`src/rtl/ipc_pkg.sv`:
```
package ipc_pkg;
  localparam int ADDR_W    = 13;
  localparam int DATA_W    = 32;
  localparam int WORD_IDXW = 5;
  // 128-byte pages: 0x1800 >> 7 and 0x1200 >> 7
  localparam logic [5:0] CLR_PAGE = 6'h30;
  localparam logic [5:0] SET_PAGE = 6'h24;

  typedef struct packed {
    logic                 hit;
    logic                 clr_we;
    logic                 set_we;
    logic [WORD_IDXW-1:0] word;
  } dec_t;
endpackage

```
`src/rtl/ipc_rst_sync.sv`:
```
module ipc_rst_sync (
  input  logic clk,
  input  logic rst_n,
  output logic rst_n_sync
);
  logic [1:0] sync_q;

  always_ff @(posedge clk or negedge rst_n) begin
    if (!rst_n) sync_q <= 2'b00;
    else        sync_q <= {sync_q[0], 1'b1};
  end

  assign rst_n_sync = sync_q[1];
endmodule

```
`src/rtl/ipc_addr_dec.sv`:
```
module ipc_addr_dec
  import ipc_pkg::*;
#(
  parameter int MAX_WORDS = 4
) (
  input  logic                 cfg_ext_en,
  input  logic [WORD_IDXW-1:0] cfg_last_word,
  input  logic [ADDR_W-1:0]    addr,
  input  logic                 wr,
  output dec_t                 dec
);
  logic clr_page, set_page, word_ok;

  always_comb begin
    clr_page = (addr[12:7] == CLR_PAGE) && (addr[1:0] == 2'b00);
    set_page = (addr[12:7] == SET_PAGE) && (addr[1:0] == 2'b00);
    word_ok  = cfg_ext_en && (addr[6:2] <= cfg_last_word)
               && (32'(addr[6:2]) < MAX_WORDS);
    dec.word   = addr[6:2];
    dec.hit    = word_ok && (clr_page || set_page);
    dec.clr_we = word_ok && clr_page && wr;
    dec.set_we = word_ok && set_page && wr;
  end
endmodule

```
`src/rtl/ipc_irq_cell.sv`:
```
module ipc_irq_cell (
  input  logic clk,
  input  logic rst_n,
  input  logic line_i,
  input  logic edge_i,
  input  logic set_i,
  input  logic clr_i,
  input  logic act_i,
  input  logic deact_i,
  output logic pend_o,
  output logic act_o
);
  logic line_q, latch_q, act_q;
  logic line_d, latch_d, act_d;
  logic rise, take;

  always_comb begin
    rise   = edge_i && line_i && !line_q;
    pend_o = latch_q || (!edge_i && line_i);
    take   = act_i && pend_o;
    line_d = line_i;
    latch_d = latch_q;
    if (clr_i || take) latch_d = 1'b0;
    if (set_i || rise) latch_d = 1'b1;
    act_d = act_q;
    if (take)    act_d = 1'b1;
    if (deact_i) act_d = 1'b0;
  end

  always_ff @(posedge clk or negedge rst_n) begin
    if (!rst_n) begin
      line_q  <= 1'b0;
      latch_q <= 1'b0;
      act_q   <= 1'b0;
    end else begin
      line_q  <= line_d;
      latch_q <= latch_d;
      act_q   <= act_d;
    end
  end

  assign act_o = act_q;

  assert_level_hold_R5: assert property (@(posedge clk) disable iff (!rst_n)
    (!edge_i && line_i) |-> pend_o);
  assert_edge_clear_R6: assert property (@(posedge clk) disable iff (!rst_n)
    (clr_i && edge_i && !rise && !set_i) |=> !latch_q);
  assert_set_latch_R7: assert property (@(posedge clk) disable iff (!rst_n)
    set_i |=> latch_q);
  assert_deact_R8: assert property (@(posedge clk) disable iff (!rst_n)
    deact_i |=> !act_q);
  assert_act_R8: assert property (@(posedge clk) disable iff (!rst_n)
    (act_i && pend_o && !deact_i) |=> act_q);
endmodule

```
`src/rtl/ipc_bank.sv`:
```
module ipc_bank
  import ipc_pkg::*;
#(
  parameter int MAX_WORDS = 4,
  parameter int NUM_IRQ   = 120,
  localparam int NI       = MAX_WORDS * 32
) (
  input  logic              clk,
  input  logic              rst_n,
  input  logic              cfg_ext_en,
  input  logic [4:0]        cfg_last_word,
  input  logic              cfg_sec_off,
  input  logic [12:0]       bus_addr,
  input  logic              bus_wr,
  input  logic [31:0]       bus_wdata,
  input  logic              bus_nonsec,
  output logic [31:0]       bus_rdata,
  input  logic [NI-1:0]     irq_line,
  input  logic [NI-1:0]     irq_edge,
  input  logic [NI-1:0]     irq_secure,
  input  logic [NI-1:0]     act_pulse,
  input  logic [NI-1:0]     deact_pulse,
  output logic [NI-1:0]     irq_active
);
  logic          rst_n_s;
  dec_t          dec;
  logic [NI-1:0] pend, vis;

  ipc_rst_sync u_rst (.clk(clk), .rst_n(rst_n), .rst_n_sync(rst_n_s));

  ipc_addr_dec #(.MAX_WORDS(MAX_WORDS)) u_dec (
    .cfg_ext_en(cfg_ext_en), .cfg_last_word(cfg_last_word),
    .addr(bus_addr), .wr(bus_wr), .dec(dec)
  );

  for (genvar i = 0; i < NI; i++) begin : g_irq
    localparam int W = i / 32;
    localparam int B = i % 32;
    logic acc, set_b, clr_b;

    if (i < NUM_IRQ) begin : g_impl
      always_comb begin
        acc   = dec.hit && (32'(dec.word) == W)
                && !(irq_secure[i] && bus_nonsec && !cfg_sec_off);
        set_b = dec.set_we && acc && bus_wdata[B];
        clr_b = dec.clr_we && acc && bus_wdata[B];
      end
    end else begin : g_unimpl
      always_comb begin
        acc   = 1'b0;
        set_b = 1'b0;
        clr_b = 1'b0;
      end
    end

    ipc_irq_cell u_cell (
      .clk(clk), .rst_n(rst_n_s),
      .line_i(irq_line[i]), .edge_i(irq_edge[i]),
      .set_i(set_b), .clr_i(clr_b),
      .act_i(act_pulse[i]), .deact_i(deact_pulse[i]),
      .pend_o(pend[i]), .act_o(irq_active[i])
    );

    assign vis[i] = acc && pend[i];

    assert_secure_mask_R10: assert property (@(posedge clk) disable iff (!rst_n_s)
      (irq_secure[i] && bus_nonsec && !cfg_sec_off && (32'(bus_addr[6:2]) == W))
        |-> !bus_rdata[B]);
    if (i >= NUM_IRQ) begin : g_chk_unimpl
      assert_unimpl_raz_R11: assert property (@(posedge clk) disable iff (!rst_n_s)
        (32'(bus_addr[6:2]) == W) |-> !bus_rdata[B]);
    end
  end

  always_comb begin
    bus_rdata = '0;
    for (int w = 0; w < MAX_WORDS; w++) bus_rdata |= vis[w*32 +: 32];
  end

  assert_disabled_raz_R9: assert property (@(posedge clk) disable iff (!rst_n_s)
    !cfg_ext_en |-> (bus_rdata == '0));
endmodule

```
`config.mk`:
```
export PLATFORM = sky130hd
export DESIGN_NAME = ipc_bank
export DESIGN_NICKNAME = d
export VERILOG_FILES = /design/src/rtl/ipc_pkg.sv /design/src/rtl/ipc_rst_sync.sv /design/src/rtl/ipc_addr_dec.sv /design/src/rtl/ipc_irq_cell.sv /design/src/rtl/ipc_bank.sv
export SDC_FILE = /design/constraint.sdc
export NUM_CORES = 1
export LEC_CHECK = 0
export ABC_CLOCK_PERIOD_IN_PS = 18660
export BUFFER_PORTS_ARGS = -buffer_cell sky130_fd_sc_hd__buf_2
export CORE_AREA = 2 2 330 332
export CTS_CLUSTER_DIAMETER = 60
export DETAILED_ROUTE_END_ITERATION = 12
export DIE_AREA = 0 0 332 334
export SETUP_SLACK_MARGIN = 0.4
export SYNTH_ARGS = -nofsm -noshare
export SYNTH_HDL_FRONTEND = slang
export SYNTH_SLANG_ARGS = --single-unit
```
`constraint.sdc`:
```
create_clock -name clk -period 18.66 [get_ports clk]
set_input_delay 1.866 -clock clk [delete_from_list [all_inputs] [get_ports clk]]
set_output_delay 1.866 -clock clk [all_outputs]
set_load 0.01 [all_outputs]
```
==> impl_metrics.py <==
metrics = {
    "outcome": {
        "outcome": "complete, no violations",
    },
    "placed_design": {
        "dp_hpwl_um": 77100,
        "io_buffers": 847,
        "gp_congestion": 0.905,
    },
    "cells_and_area": {
        "layout_common_cells": "847 x buf_2, 385 x dfrtp_1, 206 x a21oi_1, 166 x inv_1, 146 x nor2_1",
        "fin_nets": 3646,
        "area_delta_synth_final_pct": 32.7,
        "layout_commonest_cell": "buf_2",
        "n_fill_cell": 11600,
        "drive_gt1_frac": 0.346,
    },
    "cts": {
        "htree_num_levels": 2,
        "clkLatencyLatePin_ps": 630,
        "cts_buffers": 55,
        "clock_sinks": 386,
        "cts_root_buf": "clkbuf_16",
        "clk_pin_slew_ps": 60,
        "clock_path_buffers": 3,
        "cts_tree": "built",
        "post_cts_buffers": 0,
        "cts_hold_buffers": 0,
        "post_cts_resized": 0,
    },
    "yosys": {
        "synth_area_leaders": "dfrtp_1 46%, a21oi_1 4.9%, nand3b_1 4.6%",
        "syn-num-nets": 2959,
        "ys_ff_latch": 386,
        "yosysWarnings": 0,
        "netlist.area_leader.share": 0.459,
        "synth-edff-count": 0,
        "yosysTopAreaCell": "dfrtp_1",
        "syn_inst": 2258,
        "async_reset_ff_frac": 1.00,
        "synthFlopType": "dfrtp_1",
        "synth_cell_type_count": 43,
        "avgSynthCellArea_um2": 9.32,
        "ys_seq_area_frac": 0.459,
        "netlist_area_um2": 21000,
    },
    "setup_path": {
        "rr_endpoint": "g_irq[37].u_cell.line_q",
        "crit_chain": "buf_2, nor3_1, nand3_4, nor2b_1, a32oi_1, a21oi_1, buf_2",
        "critPathLaunchType": "input pin",
        "arrival_ps": 4800,
        "r2r-start": "u_rst.sync_q[1]",
        "cpMaxStageDelayCell": "nor2b_1",
        "slowest_delay_ps": 1180,
        "r2r_slack_ps": 15750,
        "r2r_cells": 3,
        "cp.required_ps": 16790,
        "cp_num_buf_inv": 2,
        "cp_common_cell": "buf_2",
        "path_class": "input pin to output pin",
        "cp-end-kind": "output pin",
        "crit_family": "simple AND/OR/NAND/NOR gates",
        "crit_fanout": 27,
    },
    "power_and_ir_drop": {
        "powerDensity_nw_per_um2": 84.4,
        "fin_total_pwr_uw": 2360,
        "ir_worst_vdd_v": 0.0000645,
        "leakagePower_uw": 0.0131,
    },
    "grt": {
        "overflow": 0,
        "grt_use_total": 0.179,
        "grt_pass1_vias": 21100,
        "grt_max_degree": 144,
        "antenna_found_initial": 38,
        "grt_pass1_wl_um": 146000,
    },
    "sta": {
        "rsz0062_at_grt": "false",
        "whs_ps": 322,
        "setup_viol": 0,
        "max_freq_ghz": 0.150,
        "clock_skew_ps": 21.7,
        "slew_headroom": 0.200,
        "max_slew.worst_pin.slew_ps": 1200,
        "period_share": 0.357,
        "fin_tns_setup_ps": 0,
        "hold_viol": 0,
        "drv_slew": 0,
        "fin_crit_ps": 6660,
    },
    "floorplanning": {
        "core_area_um2": 108000,
        "chipWidth_um": 332,
        "fp.dieH_um": 334,
        "rows": 121,
        "die_area_um2": 111000,
        "io_pins": 856,
        "initial_core_util": 0.195,
    },
    "detailed_routing": {
        "num_vias": 21000,
        "viasPerCell": 4.75,
        "ant_nets": 0,
        "wirelength_um": 103000,
        "drt_first_pass_iters": 7,
        "remaining_drc_errors": 0,
        "drt-initial-drc-count": 1477,
        "wl_per_cell_um": 23.3,
    },
    "run": {
        "drv_cap": 0,
    },
    "hold_path": {
        "hold_class": "register to asynchronous set/reset pin",
    },
}
## per-layer routing
metal / vias to the layer above / GRT usage / part of all wire
met2: 1151 / 0.294 / 0.47
met4: 10 / 0.0714 / 0.041
li1: 9375 / - / -
met1: 10300 / 0.223 / 0.40
met5: - / 0 / 0.00072
met3: 203 / 0.0462 / 0.088
## Yosys cell counts (all sizes together) (4+ instances only)
master and count:
nand2 130, nand2b 99, nor2b 60, a31oi 25, o2bb2ai 23, and2 23, nor4 4, a2111oi 24
nor2 148, and3 4, nand4 119, a21boi 8, dfrtp 386, clkbuf 94, ha 5, a21o 97
nor4b 95, o21ai 58, a32oi 7, a221o 24, o211ai 97, buf 154, nand3 30, inv 166
o22ai 8, a21oi 206, and3b 24, nand3b 129
## through the flow
| stage | cell area [um2] | utilization | worst slack, ps | std cells |
|---|---|---|---|---|
| floorplan | 21000 | - | 7110 | 2258 |
| global placement | 26000 | 0.241 | 12060 | 4302 |
| detailed placement | 26000 | 0.241 | 12050 | 4302 |
| CTS | 27900 | 0.259 | 12040 | 4405 |
| global route | 27900 | 0.259 | 11890 | 4416 |
| finish | 27900 | 0.259 | 12000 | 4422 |
## sequential cells by signal (all words and copies together) (netlist names)
name and cells:
g_irq.u_cell.act_o 128, g_irq.u_cell.latch_q 128, g_irq.u_cell.line_q 128, u_rst.sync_q 2
## worst max path at each step
stage                               start               endpoint  slack, ps  depth (start not counted)
after floorplan           u_rst.sync_q[1]  g_irq[0].u_cell.act_o       7110                          0
after global placement        bus_addr[6]          bus_rdata[25]      12060                          7
after detailed placement      bus_addr[6]          bus_rdata[25]      12050                          7
after CTS                     bus_addr[6]          bus_rdata[25]      12040                          7
after global routing           bus_nonsec          bus_rdata[23]      11890                         10
final                         bus_addr[6]          bus_rdata[25]      12000                          7
## cell type report
class / count / area (um2) / share of cell area
multi-input combinational: 1458 / 9440 / 0.338
antenna: 17 / 42.5 / 0.00152
inverter: 166 / 623 / 0.0223
clock inverter: 28 / 305 / 0.0109
clock buffer: 75 / 1570 / 0.0563
tap: 1414 / 1770 / 0.0634
sequential: 386 / 9660 / 0.346
timing repair buffer: 878 / 4500 / 0.161
## power breakdown
part           switching (uW)  leakage (uW)  total [uW]  internal (uW)
logic                     208       0.00729         350            142
registers                29.9       0.00487         924            894
clock network             432      0.000905        1080            649
## logic make-up after synthesis
| kind of cell | after synthesis | synth area share |
|---|---|---|
| xor+xnor | 1 | 0.000416 |
| buf+inv | 414 | 0.0986 |
| fa+ha+maj | 5 | 0.00297 |
| simple gates | 873 | 0.260 |
| compound gates | 578 | 0.179 |
| other cells | 1 | 0.000178 |
| flops | 386 | 0.459 |
(Power assumes the default switching activity.)
